File: config.mk
export PLATFORM = sky130hd
export DESIGN_NAME = medfilt3x3
export DESIGN_NICKNAME = d
export VERILOG_FILES = /design/src/rtl/medfilt_pkg.sv /design/src/rtl/medfilt_ctrl.sv /design/src/rtl/medfilt_window.sv /design/src/rtl/medfilt_select.sv /design/src/rtl/medfilt3x3.sv
export SDC_FILE = /design/constraint.sdc
export NUM_CORES = 1
export LEC_CHECK = 0
export ABC_AREA = 1
export BUFFER_PORTS_ARGS = -buffer_cell sky130_fd_sc_hd__buf_4
export CORE_UTILIZATION = 55
export DETAILED_ROUTE_END_ITERATION = 10
export PLACE_DENSITY_LB_ADDON = 0.25
export SLEW_MARGIN = 20
export SYNTH_ARGS = -nofsm -noshare
export SYNTH_HDL_FRONTEND = slang
export SYNTH_SLANG_ARGS = --single-unit
export TNS_END_PERCENT = 50
File: constraint.sdc
create_clock -name clk -period 3.7 [get_ports clk]
set_input_delay 0 -clock clk [delete_from_list [all_inputs] [get_ports clk]]
set_output_delay 0 -clock clk [all_outputs]
set_load 0.01 [all_outputs]
File: src/rtl/medfilt_pkg.sv
package medfilt_pkg;
  localparam int ROWS  = 3;
  localparam int COLS  = 3;
  localparam int SLOTS = ROWS * COLS;
  localparam int MID   = SLOTS / 2;
  localparam int RW    = $clog2(SLOTS);

  typedef struct packed {
    logic shiftEn;  // accept the column on this edge
    logic fire;     // window was completed on the previous edge
  } medStrobe_t;
endpackage

File: src/rtl/medfilt_ctrl.sv
module medfilt_ctrl
  import medfilt_pkg::*;
(
  input  logic       clk,
  input  logic       rst,
  input  logic       inValid,
  output medStrobe_t strobe
);
  localparam int CW = $clog2(COLS);
  localparam logic [CW-1:0] FULL_M1 = CW'(COLS - 1);

  logic [CW-1:0] fillCnt;
  logic          fireQ;

  always_ff @(posedge clk) begin
    if (rst) begin
      fillCnt <= '0;
      fireQ   <= 1'b0;
    end else begin
      fireQ <= inValid && (fillCnt == FULL_M1);
      if (inValid && (fillCnt != FULL_M1))
        fillCnt <= fillCnt + 1'b1;
    end
  end

  assign strobe.shiftEn = inValid;
  assign strobe.fire    = fireQ;

  // the fill count only grows between resets and never passes its cap
  a_r3_fill_monotonic: assert property (@(posedge clk) disable iff (rst)
    1'b1 |=> fillCnt >= $past(fillCnt));
  a_r3_fill_bound: assert property (@(posedge clk) disable iff (rst)
    fillCnt <= FULL_M1);
endmodule

File: src/rtl/medfilt_window.sv
module medfilt_window
  import medfilt_pkg::*;
#(
  parameter int W = 8
) (
  input  logic                   clk,
  input  logic                   rst,
  input  logic                   shiftEn,
  input  logic [ROWS*W-1:0]      colIn,
  output logic [SLOTS*W-1:0]     winFlat,
  output logic [SLOTS*SLOTS-1:0] ltMat
);
  localparam int NEW0 = SLOTS - ROWS;

  // Slot order equals tie order: older column first, then lower row.
  function automatic logic [SLOTS*SLOTS-1:0] initOrder();
    logic [SLOTS*SLOTS-1:0] m;
    m = '0;
    for (int i = 0; i < SLOTS; i++)
      for (int j = 0; j < SLOTS; j++)
        if (i < j) m[i*SLOTS + j] = 1'b1;
    return m;
  endfunction

  localparam logic [SLOTS*SLOTS-1:0] RESET_LT = initOrder();

  logic [SLOTS*W-1:0]     nextWin;
  logic [SLOTS*SLOTS-1:0] nextLt;

  for (genvar s = 0; s < SLOTS; s++) begin : g_slot
    if (s < NEW0) begin : g_keep
      assign nextWin[s*W +: W] = winFlat[(s+ROWS)*W +: W];
    end else begin : g_new
      assign nextWin[s*W +: W] = colIn[(s-NEW0)*W +: W];
    end
  end

  // ltMat[i*SLOTS+j] set means slot i ranks below slot j
  for (genvar i = 0; i < SLOTS; i++) begin : g_row
    for (genvar j = 0; j < SLOTS; j++) begin : g_col
      if (i == j) begin : g_diag
        assign nextLt[i*SLOTS + j] = 1'b0;
      end else if (i < NEW0 && j < NEW0) begin : g_reuse
        assign nextLt[i*SLOTS + j] = ltMat[(i+ROWS)*SLOTS + (j+ROWS)];
      end else if (i < j) begin : g_earlier
        assign nextLt[i*SLOTS + j] = nextWin[i*W +: W] <= nextWin[j*W +: W];
      end else begin : g_later
        assign nextLt[i*SLOTS + j] = nextWin[i*W +: W] < nextWin[j*W +: W];
      end
    end
  end

  always_ff @(posedge clk) begin
    if (rst) begin
      winFlat <= '0;
      ltMat   <= RESET_LT;
    end else if (shiftEn) begin
      winFlat <= nextWin;
      ltMat   <= nextLt;
    end
  end

  // every pair is strictly ordered one way
  for (genvar a = 0; a < SLOTS; a++) begin : g_as
    for (genvar b = a + 1; b < SLOTS; b++) begin : g_bs
      a_r6_antisym: assert property (@(posedge clk) disable iff (rst)
        ltMat[a*SLOTS + b] != ltMat[b*SLOTS + a]);
    end
  end

  // nothing moves without an accepted column
  a_r2_hold_window: assert property (@(posedge clk) disable iff (rst)
    !shiftEn |=> ($stable(winFlat) && $stable(ltMat)));
endmodule

File: src/rtl/medfilt_select.sv
module medfilt_select
  import medfilt_pkg::*;
#(
  parameter int W = 8
) (
  input  logic                   clk,
  input  logic                   rst,
  input  logic                   fire,
  input  logic [SLOTS*W-1:0]     winFlat,
  input  logic [SLOTS*SLOTS-1:0] ltMat,
  output logic                   outValid,
  output logic [W-1:0]           medOut
);
  logic [SLOTS-1:0] selVec;
  logic [W-1:0]     medNext;

  for (genvar j = 0; j < SLOTS; j++) begin : g_rank
    logic [RW-1:0] rnk;
    always_comb begin
      rnk = '0;
      for (int i = 0; i < SLOTS; i++)
        rnk = rnk + RW'(ltMat[i*SLOTS + j]);
    end
    assign selVec[j] = (rnk == RW'(MID));
  end

  always_comb begin
    medNext = '0;
    for (int j = 0; j < SLOTS; j++)
      if (selVec[j]) medNext = medNext | winFlat[j*W +: W];
  end

  always_ff @(posedge clk) begin
    if (rst) begin
      outValid <= 1'b0;
      medOut   <= '0;
    end else begin
      outValid <= fire;
      if (fire) medOut <= medNext;
    end
  end

  // exactly one member holds the middle rank
  a_r6_single_median: assert property (@(posedge clk) disable iff (rst)
    $onehot(selVec));
  // output holds without a new window
  a_r7_hold_median: assert property (@(posedge clk) disable iff (rst)
    !fire |=> $stable(medOut));
endmodule

File: src/rtl/medfilt3x3.sv
module medfilt3x3
  import medfilt_pkg::*;
#(
  parameter int SAMPLE_W = 8
) (
  input  logic                  clk,
  input  logic                  rst,
  input  logic                  inValid,
  input  logic [3*SAMPLE_W-1:0] colIn,
  output logic                  outValid,
  output logic [SAMPLE_W-1:0]   medOut
);
  medStrobe_t             strobe;
  logic [SLOTS*SAMPLE_W-1:0] winFlat;
  logic [SLOTS*SLOTS-1:0]    ltMat;

  medfilt_ctrl ctrl_i (
    .clk     (clk),
    .rst     (rst),
    .inValid (inValid),
    .strobe  (strobe)
  );

  medfilt_window #(.W(SAMPLE_W)) window_i (
    .clk     (clk),
    .rst     (rst),
    .shiftEn (strobe.shiftEn),
    .colIn   (colIn),
    .winFlat (winFlat),
    .ltMat   (ltMat)
  );

  medfilt_select #(.W(SAMPLE_W)) select_i (
    .clk      (clk),
    .rst      (rst),
    .fire     (strobe.fire),
    .winFlat  (winFlat),
    .ltMat    (ltMat),
    .outValid (outValid),
    .medOut   (medOut)
  );

  // a median strobe always traces back to a column two edges earlier
  a_r4_latency: assert property (@(posedge clk) disable iff (rst)
    outValid |-> $past(inValid, 2));
endmodule

# After elaboration in Yosys (flattened, before gate mapping)
# Index checks and enable logic that the tools add are counted.
dict set report op_classes {
  n_reduce_logical 2
  order_cmp 42
  n_eq_ne 11
  bitwise 8
  mux 9
  n_addsub 64
}
# operator count
set op_table {}
lappend op_table {{adder 4 x 1 -> 4 bit} 54}
lappend op_table {{less-or-equal comparator 8 bit} 21}
lappend op_table {{< comparator 8 bit} 21}
lappend op_table {{2-to-1 mux 8 bit} 9}
lappend op_table {{bitwise OR 8 bit} 8}
lappend op_table {{== test 4 x 3 -> 1 bit, second input constant} 9}
lappend op_table {{adder 1 x 1 -> 2 bit} 9}
lappend op_table {{adder 2 x 1 -> 2 bit, second input constant} 1}
lappend op_table {{== test 2 bit, second input constant} 1}
lappend op_table {{logical AND 1 bit} 2}
lappend op_table {{inequality test 2 bit, second input constant} 1}
dict set report totals {
  word_cells 142
  output_inout_bits 9
  input_bits 27
  reg_bits 156
}

# Depth between registers and ports, before layout
dict set report depth {
  word_depth 25
  depth_mapped 16
  ltp_nobuf 16
}

# By module
# Synthesis repeated with hierarchy kept, for this count alone.
dict set report hier_totals {
  hier_cells 1684
  area_unflattened_um2 12192.9
}
# module seq_area_each_um2 cells_each n_inst area_per_inst_um2
set modules_own_cells {}
lappend modules_own_cells {medfilt_window 2882.8 1264 1 9380.2}
lappend modules_own_cells {medfilt_select 180.2 401 1 2671.3}
lappend modules_own_cells {medfilt_ctrl 60.1 19 1 141.4}

# Least setup slack after synthesis
# Ideal clock, no wire load.
dict set report synth_path {
  kind {flip-flop to flip-flop}
  from {register window_i.ltMat[7]}
  to {register select_i.medOut[6]}
  t_required_ns 3.644
  path_stages_with_launch 17
  setup_ns 0.056
  slack_ns 0.527
  synth_period_minus_slack_ns 3.173
  arrival_ns 3.117
  n_path_buf 0
  path_cell_list {dfxtp_1 -> ha_1 -> inv_1 -> fa_1 -> fa_1 -> inv_1 -> fa_1 -> fa_1 -> inv_1 -> nand2_1 -> nor2_1 -> nand3_1 -> nand2_1 -> nor2_1 -> nand3_1 -> nand2_1 -> inv_1}
}
dict set report synth_between {
  elab_chain_len 11
}
# item line
set synth_lines {}
lappend synth_lines {{start, declared} medfilt_window.sv:11} ;# output logic [SLOTS*SLOTS-1:0] ltMat
lappend synth_lines {{start signal, assigned} medfilt_window.sv:59} ;# ltMat <= nextLt;
lappend synth_lines {{adder 1 x 1 -> 2 bit *} medfilt_select.sv:22} ;# rnk = rnk + RW'(ltMat[i*SLOTS + j]);
lappend synth_lines {{adder 4 x 1 -> 4 bit * (6 in series)} medfilt_select.sv:22}
lappend synth_lines {{== test 4 x 3 -> 1 bit *} medfilt_select.sv:24} ;# assign selVec[j] = (rnk == RW'(MID));
lappend synth_lines {{2-to-1 mux 8 bit *} medfilt_select.sv:30} ;# if (selVec[j]) medNext = medNext | winFlat[j*W +: W];
lappend synth_lines {{bitwise OR 8 bit} medfilt_select.sv:30}
lappend synth_lines {{2-to-1 mux 8 bit *} medfilt_select.sv:30}
lappend synth_lines {{end signal, assigned} medfilt_select.sv:39} ;# if (fire) medOut <= medNext;
lappend synth_lines {{end, declared} medfilt_select.sv:12} ;# output logic [W-1:0] medOut
# Every way passes the cells marked *; elsewhere a longest branch is shown, timed or not.
# A chain may end at the register's enable or synchronous reset.

# Worst setup path after layout
dict set report layout_path {
  from {register window_i.ltMat[1]}
  to {register select_i.medOut[3]}
}
dict set report layout_between {
  elab_chain_len 23
}
# item line
set layout_lines {}
lappend layout_lines {{adder 1 x 1 -> 2 bit *} medfilt_select.sv:22}
lappend layout_lines {{adder 4 x 1 -> 4 bit * (6 in series)} medfilt_select.sv:22}
lappend layout_lines {{== test 4 x 3 -> 1 bit *} medfilt_select.sv:24}
lappend layout_lines {{2-to-1 mux 8 bit *} medfilt_select.sv:30}
lappend layout_lines {{bitwise OR 8 bit} medfilt_select.sv:30}
lappend layout_lines {{2-to-1 mux 8 bit *} medfilt_select.sv:30}
lappend layout_lines {{bitwise OR 8 bit} medfilt_select.sv:30}
lappend layout_lines {{2-to-1 mux 8 bit *} medfilt_select.sv:30}
lappend layout_lines {{[2 not listed]} -}
lappend layout_lines {{bitwise OR 8 bit} medfilt_select.sv:30}
lappend layout_lines {{2-to-1 mux 8 bit *} medfilt_select.sv:30}
lappend layout_lines {{bitwise OR 8 bit} medfilt_select.sv:30}
lappend layout_lines {{2-to-1 mux 8 bit *} medfilt_select.sv:30}
lappend layout_lines {{bitwise OR 8 bit} medfilt_select.sv:30}
lappend layout_lines {{2-to-1 mux 8 bit *} medfilt_select.sv:30}
lappend layout_lines {{bitwise OR 8 bit} medfilt_select.sv:30}
lappend layout_lines {{2-to-1 mux 8 bit *} medfilt_select.sv:30}
# Marked as above.

==> flow_metrics.tcl <==
set metrics [dict create \
    ys_types 25 \
    synth_most_common_cell "nand2_1" \
    dieHeight_um 146 \
    fin_crit_sh_pct 92.8 \
    root_buffer "clkbuf_16" \
    netlist.top_cell.by_area "dfxtp_1" \
    dpl.hpwl_mm 23.7 \
    fillers 1884 \
    slew_headroom_pct 31.6 \
    synth_edf_count 0 \
    globalplace.congestion 0.926 \
    routed-wl-met3_mm 2.54 \
    slowest_delay_ns 0.50 \
    highest_layer "met4" \
    start_kind "flop" \
    die_w_um 146 \
    antenna_found_initial 0 \
    async_reset_ff_share_pct 0 \
    io_pins 36 \
    fp-row-count 52 \
    synth_ff_type "dfxtp_1" \
    tightestPinTransition_ns 1.03 \
    ys_seq_area_share_pct 27.2 \
    clkSinkCount 156 \
    slowest_stage "fa_1" \
    rsz0062_at_grt "false" \
    setup-tns-final_ns 0 \
    rrSetupSlack_ns 0.27 \
    io_buffers 35 \
    hold_viol_final 0 \
    synth-seq-cells 156 \
    critPathMaxFanout 8 \
    cts.clk_slew.worst_paths_ns 0.07 \
    synth.top_cell.area_share_pct 27.2 \
    finClkSkew_ns 0.0103 \
    drive_gt1_share_pct 5.22 \
    fp.coreArea_um2 20400 \
    cap_violations 0 \
    p_total_mw 5.47 \
    utilization_pct 61.7 \
    endpoint_kind "flop" \
    netlist_top_cells_count "nand2_1 (340), inv_1 (214), ha_1 (196), nor2_1 (188), dfxtp_1 (156)" \
    worst-setup-path-type "flop to flop" \
    first_pass_iters 5 \
    viasPerCell 5.59 \
    p_leak_nw 6.67 \
    m1WireLength_mm 14.5 \
    dr_total_vias 10410 \
    setup_violations 0 \
    route.met2.wl_mm 14.4 \
    cts_buffer_depth 2 \
    initial_utilization_pct 56.3 \
    diodes 0 \
    synth_area_leaders "dfxtp_1 (27%), ha_1 (21%), nand2_1 (11%), inv_1 (7.0%), fa_1 (6.3%)" \
    outcome "complete, no violations" \
    synth_area_um2 11500 \
    grt_usage_pct 32.0 \
    h-tree-depth 4 \
    numCtsBuffers 17 \
    finalMaxSlewViolations 0 \
    overflow 0 \
    worst_ir_drop_vdd_v 0.000337 \
    syn_area_per_cell_um2 7.33 \
    die-area_um2 21400 \
    post_drt_wl_per_cell_um 17.7 \
    drt_wl_total_mm 32.9 \
    drcViolationCount 0 \
    critPathTopFamily "adder cells" \
    worst-path-buf-inv 4 \
    min_path_type "primary input to flop" \
    syn_inst 1565 \
    power-per-cell-area_nw_per_um2 436 \
    crit_chain "ha_1 > inv_1 > fa_1 > fa_1 > inv_1 > fa_1 > fa_1 > nor2_1 > nand2_1 > inv_1 > nand3_1 > nand2_1 > nor2_1 > nand3_1 > nand2_1 > inv_1" \
    final_nets 1839 \
    drt_iter0_markers 793 \
    cts_tree "done" \
    syn-num-nets 1824 \
    grt_pass1_wl_mm 52.8 \
    fmax_mhz 291 \
    arrival_ns 3.80 \
    yosysWarnings 0 \
    grt_max_degree 187 \
    clk_latency_ns 0.43 \
    required_ns 4.07 \
    areaGrowthSynthToFinish_pct 9.47 \
    ant_nets 0 \
    grt_pass1_vias 9940 \
    fin_crit_ns 3.43 \
]
-- registers in the layout, summed over array words and instances, names as in the netlist --
| register | count |
|---|---|
| ctrl_i.fillCnt | 2 |
| window_i.winFlat | 72 |
| select_i.outValid | 1 |
| select_i.medOut | 8 |
| window_i.ltMat | 72 |
| ctrl_i.fireQ | 1 |
-- tightest hold or removal path, cell delays in order --
cell and delay (ns):
buf_4 0.12, inv_1 0.14, a21oi_1 0.17
-- kinds of logic (layout without fill, tap and decap cells) --
family | count (synthesis) | in the layout | synth area share, %
xor gates and xnor gates | 1 | 1 | 0.0763
and+or+nand+nor | 653 | 653 | 23.0
adders and majority gates | 232 | 232 | 27.7
AOI/OAI and AO/OA | 259 | 259 | 12.7
buffers and inverters | 264 | 290 | 9.31
DFF | 156 | 156 | 27.2
-- per-stage QoR --
step	instances	area [µm²]	setup WS, ns	hold slack [ns]
2_1_floorplan	1565	11500	0.527	0.158
3_3_place_gp	1829	11900	0.272	0.357
3_5_place_dp	1829	11900	0.223	0.360
4_1_cts	1861	12600	0.150	0.0206
5_1_grt	1861	12600	0.0727	0.0550
6_report	1861	12600	0.266	0.0477
-- layout make-up --
cell class,count,area (µm²),share of cell area [%]
clock buffers,19,433,3.45
clock inverters,11,219,1.74
inverters,216,812,6.47
multi-input cells,1145,7290,58.0
flip-flops and latches,156,3120,24.9
well taps,270,338,2.69
repair buffers,44,348,2.77
-- per-layer routing --
metal / GRT usage (%) / up-vias
met5: 0 / -
met4: 15.8 / 0
met3: 4.22 / 72
met2: 50.0 / 413
met1: 43.4 / 4808
li1: - / 5117
-- path summary, 6_finish.rpt --
check                         endpoint  cells after the start          startpoint
hold / removal    window_i.winFlat[55]                      3            colIn[7]
setup reg to reg    select_i.medOut[3]                     16   window_i.ltMat[1]
setup / recovery    select_i.medOut[3]                     16   window_i.ltMat[1]
hold reg to reg     window_i.ltMat[64]                      2  window_i.ltMat[64]
-- where the power goes --
group,total (mW),switching [mW],internal (mW)
registers,1.92,0.130,1.80
logic,1.55,1.02,0.537
clock network,1.99,0.732,1.26
-- layout by cell type, fill, tap and decap left out, types with 2 or more instances in the layout --
| master | instances |
|---|---|
| bufinv_16 | 6 |
| o21ai_1 | 11 |
| dlygate4sd3_1 | 2 |
| nand4_1 | 20 |
| fa_1 | 36 |
| o211ai_2 | 6 |
| clkinv_2 | 2 |
| a21oi_1 | 110 |
| nor2_1 | 186 |
| clkbuf_16 | 17 |
| dfxtp_1 | 156 |
| nand3_1 | 103 |
| inv_1 | 213 |
| nand2_1 | 340 |
| o21bai_1 | 19 |
| o21ai_0 | 84 |
| buf_4 | 41 |
| nor2_2 | 3 |
| clkinv_4 | 3 |
| o211ai_1 | 8 |
| o21a_1 | 20 |
| clkbuf_1 | 2 |
| ha_1 | 196 |
| inv_2 | 2 |
-- timing repair --
action / 4_1_cts / 5_1_grt
gates resized for setup: 0 / 3
buffers inserted: 0 / 0
hold endpoints to repair: 9 / 0
hold buffers: 2 / 0
setup endpoints to repair: 0 / 8
Power figures use the tool's default switching activity.
